File: src/rtl/ser_tx_pkg.sv
package ser_tx_pkg;

  typedef enum logic [1:0] {
    TXM_OFF     = 2'b00,
    TXM_ON      = 2'b01,
    TXM_OFF_RTS = 2'b10,
    TXM_BREAK   = 2'b11
  } txmode_e;

  typedef enum logic [1:0] {
    PAR_ODD   = 2'b00,
    PAR_EVEN  = 2'b01,
    PAR_MARK  = 2'b10,
    PAR_SPACE = 2'b11
  } parsel_e;

  typedef struct packed {
    logic [3:0] nbits;
    logic       par_en;
    parsel_e    par_sel;
    logic [2:0] stop_halves;
    logic [3:0] rate;
  } frame_cfg_t;

  localparam logic [1:0] A_STAT = 2'd0;
  localparam logic [1:0] A_DATA = 2'd1;
  localparam logic [1:0] A_CTL  = 2'd2;
  localparam logic [1:0] A_CMD  = 2'd3;

  function automatic int unsigned rate_hz(input logic [3:0] code);
    int unsigned r;
    case (code)
      4'd0:    r = 76800;
      4'd1:    r = 75;
      4'd2:    r = 100;
      4'd3:    r = 150;
      4'd4:    r = 200;
      4'd5:    r = 300;
      4'd6:    r = 400;
      4'd7:    r = 600;
      4'd8:    r = 800;
      4'd9:    r = 1200;
      4'd10:   r = 1600;
      4'd11:   r = 2400;
      4'd12:   r = 3200;
      4'd13:   r = 4800;
      4'd14:   r = 6400;
      default: r = 12800;
    endcase
    return r;
  endfunction

  function automatic int unsigned div_for(input int unsigned ref_hz, input logic [3:0] code);
    return ref_hz / (16 * rate_hz(code));
  endfunction

endpackage

File: src/rtl/ser_tx_cfg_decode.sv
module ser_tx_cfg_decode
  import ser_tx_pkg::*;
(
  input  logic [7:0] ctl,
  input  logic [7:0] cmd,
  output frame_cfg_t cfg,
  output txmode_e    mode,
  output logic       irq_off,
  output logic       dtr_on
);
  logic unused_bits;
  assign unused_bits = ^{ctl[4], cmd[4]};

  always_comb begin
    cfg.nbits   = 4'd8 - {2'b00, ctl[6:5]};
    cfg.par_en  = cmd[5];
    cfg.par_sel = parsel_e'(cmd[7:6]);
    cfg.rate    = ctl[3:0];
    if (!ctl[7])                          cfg.stop_halves = 3'd2;
    else if (ctl[6:5] == 2'b11)           cfg.stop_halves = 3'd3;
    else if (ctl[6:5] == 2'b00 && cmd[5]) cfg.stop_halves = 3'd2;
    else                                  cfg.stop_halves = 3'd4;
  end

  assign mode    = txmode_e'(cmd[3:2]);
  assign irq_off = cmd[1];
  assign dtr_on  = cmd[0];
endmodule

File: src/rtl/ser_tx_baud.sv
module ser_tx_baud
  import ser_tx_pkg::*;
#(
  parameter int unsigned REF_HZ = 1228800
) (
  input  logic       clk,
  input  logic       rst_n,
  input  logic       run,
  input  logic [3:0] rate_code,
  output logic       tick
);
  localparam int unsigned MAX_DIV = REF_HZ / (16 * 75);
  localparam int CNT_W = $clog2(MAX_DIV + 1);

  logic [CNT_W-1:0] div_tab [16];
  logic [CNT_W-1:0] cnt, div_sel, last;

  for (genvar g = 0; g < 16; g++) begin : g_div
    assign div_tab[g] = CNT_W'(div_for(REF_HZ, 4'(g)));
  end

  assign div_sel = div_tab[rate_code];
  assign last    = div_sel - 1'b1;
  assign tick    = run && (cnt == last);

  always_ff @(posedge clk or negedge rst_n) begin
    if (!rst_n)              cnt <= '0;
    else if (!run || tick)   cnt <= '0;
    else                     cnt <= cnt + 1'b1;
  end

  AST_CNT_BELOW_DIV: assert property (@(posedge clk) disable iff (!rst_n)
    run |-> (cnt < div_sel));
endmodule

File: src/rtl/ser_tx_shifter.sv
module ser_tx_shifter
  import ser_tx_pkg::*;
(
  input  logic       clk,
  input  logic       rst_n,
  input  logic       abort,
  input  logic       load,
  input  logic [7:0] load_data,
  input  frame_cfg_t load_cfg,
  input  logic       tick,
  output logic       busy,
  output logic       line,
  output logic [3:0] cur_rate
);
  typedef enum logic [2:0] {ST_IDLE, ST_START, ST_DATA, ST_PAR, ST_STOP} st_e;

  st_e        state;
  logic [7:0] sh;
  logic [2:0] bitn;
  logic [3:0] sub;
  logic [5:0] stopc;
  frame_cfg_t cfg_q;
  logic       par_q;

  logic [7:0] mask;
  logic       ones_odd, par_next, last_bit, stop_end;

  assign mask     = 8'hFF >> (4'd8 - load_cfg.nbits);
  assign ones_odd = ^(load_data & mask);

  always_comb begin
    case (load_cfg.par_sel)
      PAR_ODD:  par_next = ~ones_odd;
      PAR_EVEN: par_next = ones_odd;
      PAR_MARK: par_next = 1'b1;
      default:  par_next = 1'b0;
    endcase
  end

  assign last_bit = (bitn == 3'(cfg_q.nbits - 4'd1));
  assign stop_end = (stopc == ({cfg_q.stop_halves, 3'b000} - 6'd1));

  always_ff @(posedge clk or negedge rst_n) begin
    if (!rst_n) begin
      state <= ST_IDLE;
      sh    <= '0;
      bitn  <= '0;
      sub   <= '0;
      stopc <= '0;
      cfg_q <= '0;
      par_q <= 1'b0;
    end else if (abort) begin
      state <= ST_IDLE;
      sub   <= '0;
      stopc <= '0;
    end else if (load && state == ST_IDLE) begin
      state <= ST_START;
      sh    <= load_data & mask;
      cfg_q <= load_cfg;
      par_q <= par_next;
      sub   <= '0;
      bitn  <= '0;
      stopc <= '0;
    end else if (tick) begin
      case (state)
        ST_START: begin
          sub <= sub + 4'd1;
          if (sub == 4'd15) state <= ST_DATA;
        end
        ST_DATA: begin
          sub <= sub + 4'd1;
          if (sub == 4'd15) begin
            sh   <= sh >> 1;
            bitn <= bitn + 3'd1;
            if (last_bit) state <= cfg_q.par_en ? ST_PAR : ST_STOP;
          end
        end
        ST_PAR: begin
          sub <= sub + 4'd1;
          if (sub == 4'd15) state <= ST_STOP;
        end
        ST_STOP: begin
          stopc <= stopc + 6'd1;
          if (stop_end) begin
            state <= ST_IDLE;
            stopc <= '0;
          end
        end
        default: state <= ST_IDLE;
      endcase
    end
  end

  always_comb begin
    case (state)
      ST_START: line = 1'b0;
      ST_DATA:  line = sh[0];
      ST_PAR:   line = par_q;
      default:  line = 1'b1;
    endcase
  end

  assign busy     = (state != ST_IDLE);
  assign cur_rate = cfg_q.rate;

  AST_LOAD_STARTS_LOW: assert property (@(posedge clk) disable iff (!rst_n)
    (load && !abort && !busy) |=> (busy && !line));
  AST_END_FROM_STOP: assert property (@(posedge clk) disable iff (!rst_n)
    ($fell(busy) && !$past(abort)) |-> ($past(state) == ST_STOP));
endmodule

File: src/rtl/ser_tx_top.sv
module ser_tx_top
  import ser_tx_pkg::*;
#(
  parameter int unsigned REF_HZ = 1228800
) (
  input  logic       clk,
  input  logic       rst_n,
  input  logic       reg_we,
  input  logic [1:0] reg_addr,
  input  logic [7:0] reg_wdata,
  output logic [7:0] reg_rdata,
  output logic       txd,
  output logic       irq_n,
  output logic       rts_n,
  output logic       dtr_n
);
  logic [7:0] ctl_q, cmd_q, hold_q;
  logic       hold_full;
  frame_cfg_t cfg;
  txmode_e    mode;
  logic       irq_off, dtr_on;
  logic       wr_stat, wr_data, load, tick, sh_busy, sh_line;
  logic [3:0] cur_rate;
  logic       tx_empty, pending;
  logic [7:0] status;

  assign wr_stat = reg_we && (reg_addr == A_STAT);
  assign wr_data = reg_we && (reg_addr == A_DATA);
  assign load    = !sh_busy && hold_full && (mode == TXM_ON) && !wr_stat;

  always_ff @(posedge clk or negedge rst_n) begin
    if (!rst_n) begin
      ctl_q     <= '0;
      cmd_q     <= '0;
      hold_q    <= '0;
      hold_full <= 1'b0;
    end else begin
      if (reg_we && reg_addr == A_CTL) ctl_q <= reg_wdata;
      if (wr_stat)                          cmd_q <= '0;
      else if (reg_we && reg_addr == A_CMD) cmd_q <= reg_wdata;
      if (wr_stat) begin
        hold_full <= 1'b0;
      end else if (wr_data) begin
        hold_q    <= reg_wdata;
        hold_full <= 1'b1;
      end else if (load) begin
        hold_full <= 1'b0;
      end
    end
  end

  ser_tx_cfg_decode u_dec (
    .ctl     (ctl_q),
    .cmd     (cmd_q),
    .cfg     (cfg),
    .mode    (mode),
    .irq_off (irq_off),
    .dtr_on  (dtr_on)
  );

  ser_tx_baud #(.REF_HZ(REF_HZ)) u_baud (
    .clk       (clk),
    .rst_n     (rst_n),
    .run       (sh_busy),
    .rate_code (cur_rate),
    .tick      (tick)
  );

  ser_tx_shifter u_shift (
    .clk       (clk),
    .rst_n     (rst_n),
    .abort     (wr_stat),
    .load      (load),
    .load_data (hold_q),
    .load_cfg  (cfg),
    .tick      (tick),
    .busy      (sh_busy),
    .line      (sh_line),
    .cur_rate  (cur_rate)
  );

  assign tx_empty  = !hold_full;
  assign pending   = tx_empty && (mode == TXM_ON) && !irq_off;
  assign status    = {pending, 2'b00, tx_empty, 4'b0000};
  assign reg_rdata = (reg_addr == A_STAT) ? status : 8'h00;
  assign txd       = (mode == TXM_BREAK) ? 1'b0 : sh_line;
  assign irq_n     = !pending;
  assign rts_n     = (mode == TXM_OFF);
  assign dtr_n     = !dtr_on;

  AST_BREAK_DRIVES_LOW: assert property (@(posedge clk) disable iff (!rst_n)
    (reg_we && reg_addr == A_CMD && reg_wdata[3:2] == 2'b11) |=> !txd);
  AST_DATA_WRITE_FILLS: assert property (@(posedge clk) disable iff (!rst_n)
    wr_data |=> !tx_empty);
  AST_PRESET_QUIET: assert property (@(posedge clk) disable iff (!rst_n)
    wr_stat |=> (txd && tx_empty && irq_n && rts_n));
  AST_NO_START_UNLESS_ON: assert property (@(posedge clk) disable iff (!rst_n)
    (!sh_busy && mode != TXM_ON) |=> !sh_busy);
endmodule

File: config.mk
export PLATFORM = sky130hd
export DESIGN_NAME = ser_tx_top
export DESIGN_NICKNAME = d
export VERILOG_FILES = /design/src/rtl/ser_tx_pkg.sv /design/src/rtl/ser_tx_cfg_decode.sv /design/src/rtl/ser_tx_baud.sv /design/src/rtl/ser_tx_shifter.sv /design/src/rtl/ser_tx_top.sv
export SDC_FILE = /design/constraint.sdc
export NUM_CORES = 1
export LEC_CHECK = 0
export ABC_CLOCK_PERIOD_IN_PS = 3300
export CAP_MARGIN = 25
export CORE_AREA = 3 3 100 102
export CTS_CLUSTER_DIAMETER = 200
export DETAILED_ROUTE_END_ITERATION = 8
export DIE_AREA = 0 0 103 105
export GPL_TIMING_DRIVEN = 0
export PLACE_DENSITY = 0.63
export SYNTH_ARGS = -nofsm -noshare
export SYNTH_HDL_FRONTEND = slang
export SYNTH_SLANG_ARGS = --single-unit
File: constraint.sdc
create_clock -name clk -period 3.3 [get_ports clk]
set_input_delay 0.66 -clock clk [delete_from_list [all_inputs] [get_ports clk]]
set_output_delay 0.66 -clock clk [all_outputs]
set_load 0.01 [all_outputs]
* Word-level counts from Yosys, hierarchy flattened
Memory sizes are Yosys's and may differ from the RTL's.
Index checks and enable logic that the tools add are counted.
** Operators by class
- $lt $le $gt $ge :: 1
- Bitwise logic cells :: 4
- Shift operators :: 1
- $add $sub $neg :: 9
- Reductions and logical operators :: 41
- Multiplexer cells :: 42
- Eq/ne operators :: 21
** Operators by type and width (count)
- 8-bit two-way mux :: 7
- 3-bit two-way mux :: 16
- 11-bit two-way mux :: 3
- 6-bit two-way mux :: 5
- 4-bit by 2-bit inequality test with 1-bit output (second input constant) :: 5
- 4-bit two-way mux :: 4
- 3-bit nonzero test :: 5
- 1-bit logical AND :: 12
- 3-bit case mux with 4 select lines :: 1
- 11-bit by 1-bit adder with 11-bit output (second input constant) :: 1
- 11-bit == test :: 1
- 11-bit by 1-bit subtractor with 11-bit output (second input constant) :: 1
- 2-bit == test (second input constant) :: 5
- 8-bit bitwise AND :: 1
- 2-bit zero test :: 4
- 2-bit AND reduction :: 4
- 2-bit nonzero test :: 4
- 8-bit parity :: 1
- 8-bit by 4-bit >> shifter with 8-bit output (first input constant) :: 1
- 6-bit by 1-bit adder with 6-bit output (second input constant) :: 1
- 2-bit by 1-bit == test with 1-bit output (second input constant) :: 3
- 3-bit by 2-bit == test with 1-bit output (second input constant) :: 2
- 6-bit == test :: 1
- 1-bit zero test :: 6
- other kinds (20) :: 25
** Word-level totals
- Bits of input ports :: 13
- Output and inout bits :: 12
- Word-level logic and storage cells :: 135
- Register bits after elaboration :: 72
- Bits in read-only memories :: 176
- Memories kept :: 1
** Memories
- (name not given) :: words 16, width 11, read ports 1, clocked after Yosys merged registers in 0, write ports 0, RTL line ser_tx_baud.sv:22 : assign div_sel = div_tab[rate_code];

* Longest topological paths before layout
Gate-level depths: netlist (run 1).
- Depth in word-level cells :: 10
- Depth in mapped cells :: 10
- Depth with buffers taken out :: 8

* Modules after synthesis
From an unflattened synthesis (run 1), not the netlist that was laid out.
** Second synthesis, totals
- Cell total of the unflattened synthesis :: 470
- Area total of the unflattened synthesis :: 4503.1 um2
** By module, submodules not included
- ser_tx_shifter :: cells each 228, sequential area each 900.9 um2, instances 1, area an instance 2185.8 um2
- ser_tx_top :: cells each 87, sequential area each 625.6 um2, instances 1, area an instance 1121.1 um2
- ser_tx_baud :: cells each 134, sequential area each 275.3 um2, instances 1, area an instance 1043.5 um2
- ser_tx_cfg_decode :: cells each 21, sequential area each 0.0 um2, instances 1, area an instance 152.6 um2

* Least setup slack after synthesis (run 1)
OpenSTA, ideal clock, no wires.
- Kind :: reg-to-reg
- Start :: reg u_shift.cfg_q (netlist bit u_shift.cur_rate[1])
- End :: reg u_shift.sub[3]
- Cell stages (with the launch flop) :: 9
- Library setup time :: 0.123 ns
- Path buffers :: 2
- Required time :: 3.177 ns
- Clock period less this slack :: 2.569 ns
- Setup slack :: 0.731 ns
- Arrival :: 2.446 ns
- Path through :: dfrtp_1 > buf_6 > or4_4 > a21oi_1 > o211ai_1 > or4_1 > buf_2 > or3_1 > mux2i_1
** On the way
- Longest elaborated chain between the ends :: 9
** Ends and longest elaborated chain
- start, declared :: RTL line ser_tx_shifter.sv:22 : frame_cfg_t cfg_q;
- start signal, assigned :: RTL line ser_tx_shifter.sv:59 : cfg_q <= load_cfg;
- 4-bit NOT with 5-bit output (not written as such) :: RTL line ser_tx_baud.sv:22
- memory read 16 x 11 bit
- 11-bit two-way mux (not written as such) (2 in series) :: RTL line ser_tx_baud.sv:22
- 11-bit by 1-bit subtractor with 11-bit output :: RTL line ser_tx_baud.sv:23 : assign last = div_sel - 1'b1;
- 11-bit == test :: RTL line ser_tx_baud.sv:24 : assign tick = run && (cnt == last);
- 1-bit logical AND :: RTL line ser_tx_baud.sv:24
- 3-bit nonzero test (no source line)
- 2-bit AND reduction (no source line)
- end signal, assigned :: RTL line ser_tx_shifter.sv:67 : sub <= sub + 4'd1;
- end signal, assigned :: RTL line ser_tx_shifter.sv:71 : sub <= sub + 4'd1;
- end signal, assigned :: RTL line ser_tx_shifter.sv:79 : sub <= sub + 4'd1;
- end, declared :: RTL line ser_tx_shifter.sv:20 : logic [3:0] sub;
No other way between the ends. The select of a mux whose other input is x is not followed.
A chain may end at the register's enable or synchronous reset.

* Worst setup path in the final report (run 1)
- Start :: reg u_shift.state[0]
- End :: reg u_shift.sh[2]
** On the way
- Longest elaborated chain between the ends :: 8
- Elaborated cells on any way between the ends :: 14
- Classes of those cells :: eq/ne (1); mux (1); reduce/logical (12)
** Ends and longest elaborated chain
- start, declared :: RTL line ser_tx_shifter.sv:17 : st_e state;
- start signal, assigned :: RTL line ser_tx_shifter.sv:75 : if (last_bit) state <= cfg_q.par_en ? ST_PAR : ST_STOP;
- 3-bit nonzero test :: RTL line ser_tx_shifter.sv:103 : assign busy = (state != ST_IDLE);
- 1-bit zero test :: RTL line ser_tx_top.sv:29 : assign load = !sh_busy && hold_full && (mode == TXM_ON) && !wr_stat;
- 1-bit logical AND (3 in series) :: RTL line ser_tx_top.sv:29
- 1-bit logical AND :: RTL line ser_tx_shifter.sv:56 : end else if (load && state == ST_IDLE) begin
- 2-bit nonzero test (no source line)
- 4-bit AND reduction (no source line)
- end signal, assigned :: RTL line ser_tx_shifter.sv:58 : sh <= load_data & mask;
- end signal, assigned :: RTL line ser_tx_shifter.sv:73 : sh <= sh >> 1;
- end, declared :: RTL line ser_tx_shifter.sv:18 : logic [7:0] sh;
Parallel ways exist; a longest one is shown, timed or not.

==> results of run 1 <==
worst paths after layout:
check,to,slack (ps),cells after the start
setup / recovery,u_shift.sh[2]$_DFFE_PN0P_,300,8
hold / removal,u_baud.cnt[9]$_DFF_PN0_,200,1
setup reg to reg,u_shift.sh[2]$_DFFE_PN0P_,300,8
hold reg to reg,u_shift.cur_rate[2]$_DFFE_PN0P_,480,2
max in group asynchronous,u_shift.cfg_q[4]$_DFFE_PN0P_,2540,2
min in group clk,u_shift.cur_rate[2]$_DFFE_PN0P_,480,2
layout make-up:
| class | instances | area, µm² |
|---|---|---|
| plain buffers | 35 | 170 |
| well taps | 111 | 139 |
| clock inverters | 5 | 57.6 |
| multi-input cells | 317 | 2160 |
| inverters | 18 | 67.6 |
| clock buffers | 11 | 151 |
| flip-flops and latches | 70 | 1750 |
| fillers | 891 | 4520 |
| repair buffers | 17 | 185 |
metrics by stage:
stage	utilization [%]	instance area [µm²]
after floorplan	-	4140
after global placement	48.3	4440
after detailed placement	48.5	4460
after CTS	50.8	4670
after global routing	50.9	4680
final	50.9	4680
power groups by stage:
stage,logic (mW),registers [mW],clock network [mW]
6_report,1.31,1.17,0.735
5_1_grt,1.46,1.19,0.784
4_1_cts,1.30,1.17,0.755
3_5_place_dp,1.29,1.19,0
3_3_place_gp,1.26,1.18,0
2_1_floorplan,0.986,1.15,0
routing by layer:
layer	vias up	GRT usage, %
met5	-	0
met4	0	6.01
met3	15	4.01
met2	57	28.7
met1	1681	27.9
li1	1635	-
worst register-to-register path, cell delays in order, from the launching register on:
cell and delay (ps):
dfrtp_1 360, clkbuf_1 200, or3b_1 430, a211oi_2 650, o21ai_0 170, or4_1 490
clkbuf_1 250, o21ai_0 220, a31oi_1 100
synthesized netlist by cell type (all sizes together), types with 2 or more instances:
library cell  count  area share, %
a31oi            12            1.8
dfrtp            70             43
nand3b            2           0.36
o21ba             2           0.49
nor4              6            1.3
mux2i             4           0.97
nor3b             4           0.73
nand4b            2           0.43
xnor3             2            1.1
a21oi            12            1.5
and2              3           0.46
nor2             28            2.6
inv              18            1.6
buf              17            2.5
o21ai            25            3.0
a311oi            2           0.43
and3              6           0.91
o32ai             2           0.43
nand4            14            2.1
or3               3           0.46
a211oi            3           0.79
xor2              5            1.1
o31ai             6            1.1
o22ai             2           0.30
nor3              7           0.85
or4               8            1.5
nand2b            8            1.2
a41o              2           0.49
nor2b             4           0.61
ha                9            2.7
nand3            19            2.3
a31o              3           0.64
xnor2            16            3.4
a22o             12            2.6
or2               3           0.46
clkbuf           18            1.6
nand2            40            3.6
mux2             16            4.4
cells by family after synthesis:
family	after synthesis	synth area share (%)
AO/OA/AOI/OAI	98	16.7
multiplexers	20	5.34
buffers and inverters	53	5.77
flip-flops	70	42.5
other	1	0.0910
AND/OR/NAND/NOR	160	20.7
adder cells (fa/ha/maj)	9	2.73
XOR/XNOR	24	6.13
sequential cells by signal (all words and copies together) (netlist names), 3 cells and up:
register          flops
cmd_q                 7
ctl_q                 7
hold_q                8
u_baud.cnt           11
u_shift.bitn          3
u_shift.cfg_q         7
u_shift.cur_rate      4
u_shift.sh            8
u_shift.state         3
u_shift.stopc         6
u_shift.sub           4
==> results.md, run 1 <==
* Clk pin slew, worst setup/hold paths at 80 ps
* Post-Route WL at 9860 µm
* Fraction of registers with async set/reset at 100%
* Crit path largest cell delay at 650 ps
* Worst Hold Class: in2async
* Post-route insts no fill at 584
* Average wire per standard cell at 16.9 µm
* Detail Route Antenna Nets at 0
* Comb power frac at 40.6%
* WHS at 202 ps
* Cells after synthesis at 435
* Global route overflow at 0
* Slew of the pin with the lowest slew margin at 1040 ps
* Final setup margin at 296 ps
* DP Worst Slack at -47.2 ps
* Crit Path Class: reg2reg
* Clock Tree Buf Depth at 2
* Sequential Power Share at 36.5%
* Period utilization at 91.0%
* Reg2reg start: u_shift.state[0]$_DFFE_PN0P_
* Die X at 103 µm
* Worst Skew at 12.1 ps
* Crit-path leading delay family: compound AO/OA/AOI/OAI gates
* Hpwl dp at 7050 µm
* Post-CTS Setup Inserts at 0
* Clock Sinks at 70
* Post-synth top flop: dfrtp_1
* Placed instance count at 568
* Rel. slew slack at 29.5%
* Initial antenna violation count at 0
* Sequential-to-total area share from yosys stat at 42.5%
* Sw Ratio at 37.9%
* Max cap viols at 0
* Post-synth EDFFs at 0
* Worst ir drop on vdd at 257 µV
* Achievable clock frequency at 333 MHz
* P_sw at 1.22 mW
* Critical Path AT at 3210 ps
* Number of remaining DRC errors at 0
* TritonCTS clock tree: built
* Number of DRC markers in iteration 0 at 246
* Power Dens Cells at 686 mW/mm²
* Crit path launch: u_shift.state[0]$_DFFE_PN0P_
* Top sig layer: met4
* Largest net degree at the start of global routing at 48
* Clk_lat worst skew at 350 ps
* Post-CTS resize count at 0
* Buffers & Inverters on Critical Path at 2
* Leakage at 1.98 nW
* Antenna cell count at 0
* CTS Hold Buffers Added at 0
* Tmin final at 3000 ps
* Total number of vias at 3388
* P_int at 1.99 mW
* Starting density of the core at 44.8%
* Worst path cell trace: clkbuf_1 -> or3b_1 -> a211oi_2 -> o21ai_0 -> or4_1 -> clkbuf_1 -> o21ai_0 -> a31oi_1
* Final Wtd Congestion at 0.868
* Outcome: completed
* Area growth syn-to-layout at 13.6%
* CP max-delay cell: a211oi_2
* Final net count at 490
* CTS Buf Count at 9
* Vias per cell at 5.80
* Worst setup EP type: flop
* Met2 WL at 4610 µm
* Commonest cells after routing, fill and taps aside: dfrtp_1, nand2_1, nor2_1, o21ai_0, nand3_1
* Setup violations, final at 0
* Fin. max-slew vios at 0
* Wire length on met3 at 348 µm
* First-pass GRT wire length at 16400 µm
* Post-Syn Area per Cell at 9.47 µm²
* Root Buffer: clkbuf_8
* GRT Resource Usage Total at 19.3%
* RSZ-0062 raised after global routing: false
* Most common cell after layout, fill and taps aside: dfrtp_1
* Share of layout cells above drive strength 1 at 13.1%
* Vias in the first global route at 3277
* Worst Path Max Fanout at 10
* TritonRoute pass-1 iters at 4
* Row Count at 35
* Full die area at 0.0108 mm²
* Wire length on met1 at 4740 µm
* Worst Setup Start Kind: flop
* CTS H-tree lvls at 3
* Total power at 3.21 mW
* Distinct cell type count after synthesis at 66
* Synthesized area at 0.00412 mm²
* Die H at 105 µm
* Yosys warns at 0
* Clk pwr share at 22.9%
* Hold Violations, Final at 0
* Core region area at 0.00920 mm²
* # port buffers at 16
* #FFs+latches synth at 70
* Critical Path RT at 3510 ps
* Sum of negative setup slack at 0 ps
* Top Ports at 25
Note: power is estimated with default switching activity, not from simulation.
==> inputs of run 2 (changes only) <==
--- a/config.mk
+++ b/config.mk
@@ -5,14 +5,13 @@
 export SDC_FILE = /design/constraint.sdc
 export NUM_CORES = 1
 export LEC_CHECK = 0
-export ABC_CLOCK_PERIOD_IN_PS = 3300
-export CAP_MARGIN = 25
-export CORE_AREA = 3 3 100 102
+export CAP_MARGIN = 10
+export CORE_AREA = 3 3 113 115
 export CTS_CLUSTER_DIAMETER = 200
 export DETAILED_ROUTE_END_ITERATION = 8
-export DIE_AREA = 0 0 103 105
+export DIE_AREA = 0 0 116 118
 export GPL_TIMING_DRIVEN = 0
-export PLACE_DENSITY = 0.63
+export PLACE_DENSITY = 0.52
 export SYNTH_ARGS = -nofsm -noshare
 export SYNTH_HDL_FRONTEND = slang
 export SYNTH_SLANG_ARGS = --single-unit
==> run 2 against run 1 <==
Against the previous run:
- count of clock-buffer cells in the layout down 2
- sequential share of layout area fell by 1.2 points
- via count decreased by 2.0%
- sequential power hardly changed
- final cell count grew 6.3%
- cell area rose by 3.4%
- global-route usage shrank 3.1 points
- highest routed layer unchanged
==> results.md, run 2 (synthesized netlist as in run 1, its figures left out) <==
* Area growth syn-to-layout at 17.5% (was 13.6%)
* Tmin final at 2960 ps (was 3000 ps)
* Hold Violations, Final at 0 (unchanged)
* Post-CTS Setup Inserts at 0 (unchanged)
* First-pass GRT wire length at 17400 µm (was 16400 µm)
* Worst setup EP type: flop (unchanged)
* Biggest register: u_baud.cnt (unchanged)
* Crit path largest cell delay at 690 ps (was 650 ps)
* CTS Buf Count at 9 (unchanged)
* Core region area at 0.0119 mm² (was 0.00920 mm²)
* Number of remaining DRC errors at 0 (unchanged)
* Post-Route WL at 10100 µm (was 9860 µm)
* Total power at 3.51 mW (was 3.21 mW)
* Hpwl dp at 7430 µm (was 7050 µm)
* Largest regs: u_baud.cnt: 11 flops, hold_q: 8 flops, u_shift.sh: 8 flops (unchanged)
* Final Wtd Congestion at 0.826 (was 0.868)
* Setup violations, final at 0 (unchanged)
* Worst path cell trace: buf_2 -> buf_1 -> nor2b_1 -> mux2_2 -> a2111oi_1 -> a211o_1 -> buf_2 -> buf_2 -> o21ai_0 -> a31oi_1 (was clkbuf_1 -> or3b_1 -> a211oi_2 -> o21ai_0 -> or4_1 -> clkbuf_1 -> o21ai_0 -> a31oi_1)
* Die X at 116 µm (was 103 µm)
* Buffers & Inverters on Critical Path at 4 (was 2)
* Crit-path leading delay family: compound AO/OA/AOI/OAI gates (unchanged)
* Final setup margin at 344 ps (was 296 ps)
* Top sig layer: met4 (unchanged)
* TritonCTS clock tree: built (unchanged)
* Period utilization at 89.6% (was 91.0%)
* Initial antenna violation count at 0 (unchanged)
* DP Worst Slack at -10.6 ps (was -47.2 ps)
* # port buffers at 16 (unchanged)
* CP max-delay cell: a2111oi_1 (was a211oi_2)
* Global route overflow at 0 (unchanged)
* Critical Path RT at 3560 ps (was 3510 ps)
* Most common cell after layout, fill and taps aside: dfrtp_1 (unchanged)
* Largest net degree at the start of global routing at 45 (was 48)
* Crit Path Class: reg2reg (unchanged)
* Met2 WL at 4860 µm (was 4610 µm)
* Outcome: completed (unchanged)
* Root Buffer: clkbuf_16 (was clkbuf_8)
* Average wire per standard cell at 16.3 µm (was 16.9 µm)
* Detail Route Antenna Nets at 0 (unchanged)
* Final net count at 491 (was 490)
* Wire length on met3 at 312 µm (was 348 µm)
* GRT Resource Usage Total at 16.1% (was 19.3%)
* Worst Path Max Fanout at 10 (unchanged)
* Vias per cell at 5.35 (was 5.80)
* Clock Tree Buf Depth at 2 (unchanged)
* Critical Path AT at 3210 ps (about the same)
* Clock Sinks at 70 (unchanged)
* RSZ-0062 raised after global routing: false (unchanged)
* Worst Setup Start Kind: flop (unchanged)
* Clk_lat worst skew at 340 ps (was 350 ps)
* Worst Skew at 10.5 ps (was 12.1 ps)
* TritonRoute pass-1 iters at 4 (unchanged)
* CTS H-tree lvls at 3 (unchanged)
* Antenna cell count at 0 (unchanged)
* Fin util at 40.6% (was 50.9%)
* Vias in the first global route at 3330 (was 3277)
* Max reg flops at 11 (unchanged)
* Top Ports at 25 (unchanged)
* Row Count at 40 (was 35)
* CTS Hold Buffers Added at 0 (unchanged)
* Total number of vias at 3321 (was 3388)
* Worst ir drop on vdd at 305 µV (was 257 µV)
* Worst Hold Class: in2async (unchanged)
* Clk pin slew, worst setup/hold paths at 60 ps (was 80 ps)
* Achievable clock frequency at 338 MHz (was 333 MHz)
* Critical path's most frequent cell: buf_2
* Commonest cells after routing, fill and taps aside: dfrtp_1, nand2_1, nor2_1, o21ai_0, nand3_1 (unchanged)
* Sum of negative setup slack at 0 ps (unchanged)
* Rel. slew slack at 51.4% (was 29.5%)
* Fin. max-slew vios at 0 (unchanged)
* Max cap viols at 0 (unchanged)
* Slew of the pin with the lowest slew margin at 728 ps (was 1040 ps)
* Wire length on met1 at 4870 µm (was 4740 µm)
* Die H at 118 µm (was 105 µm)
* Starting density of the core at 34.6% (was 44.8%)
* Share of layout cells above drive strength 1 at 13.3% (was 13.1%)
* Number of DRC markers in iteration 0 at 231 (was 246)
* Leakage at 2.04 nW (was 1.98 nW)
* Full die area at 0.0137 mm² (was 0.0108 mm²)
* Post-CTS resize count at 0 (unchanged)
* Power Dens Cells at 724 mW/mm² (was 686 mW/mm²)
==> run 2: final cells by class <==
cell class	instances	area, µm²
flip-flops and latches	70	1750
repair buffers	18	190
clock inverters	7	86.3
inverters	18	67.6
plain buffers	35	170
multi-input cells	317	2170
fillers	1211	7070
well taps	147	184
clock buffers	9	225
==> run 2: worst register-to-register path: cells and delay by family, from the launching register on <==
kind                   cells  cell delay (ps)
AOI/OAI and AO/OA          4             1170
buffers and inverters      4              880
DFF                        1              390
muxes                      1              260
and+or+nand+nor            1              180
==> run 2: routing by layer <==
metal	vias to the layer above	global-route usage, %
met4	0	4.86
met5	-	0
met1	1615	22.3
met2	57	25.0
met3	6	3.86
li1	1643	-
==> run 2: where the power goes <==
| group | internal (mW) | switching [mW] | leakage, nW | total (mW) |
|---|---|---|---|---|
| registers | 1.04 | 0.135 | 0.896 | 1.18 |
| clock network | 0.603 | 0.421 | 0.150 | 1.02 |
| logic | 0.562 | 0.742 | 0.994 | 1.30 |
==> run 2: worst paths after layout <==
| path | endpoint | cells past startpoint | start | slack (ps) |
|---|---|---|---|---|
| max | u_shift.sh[1]$_DFFE_PN0P_ | 10 | u_shift.cur_rate[2]$_DFFE_PN0P_ | 340 |
| min | u_shift.sub[0]$_DFFE_PN0P_ | 1 | rst_n | 240 |
| max reg2reg | u_shift.sh[1]$_DFFE_PN0P_ | 10 | u_shift.cur_rate[2]$_DFFE_PN0P_ | 340 |
| min reg2reg | cmd_q[6]$_DFFE_PN0P_ | 1 | cmd_q[6]$_DFFE_PN0P_ | 510 |
| max in group asynchronous | u_shift.sh[4]$_DFFE_PN0P_ | 2 | rst_n | 2510 |
| min in group clk | cmd_q[6]$_DFFE_PN0P_ | 1 | cmd_q[6]$_DFFE_PN0P_ | 510 |
==> run 2: through the flow <==
stage | instances | cell area, µm² | hold slack [ps]
after floorplan | 440 | 4140 | 364
final | 621 | 4840 | 244
after detailed placement | 604 | 4510 | 492
after CTS | 620 | 4820 | 246
after global placement | 603 | 4480 | 482
after global routing | 621 | 4840 | 260
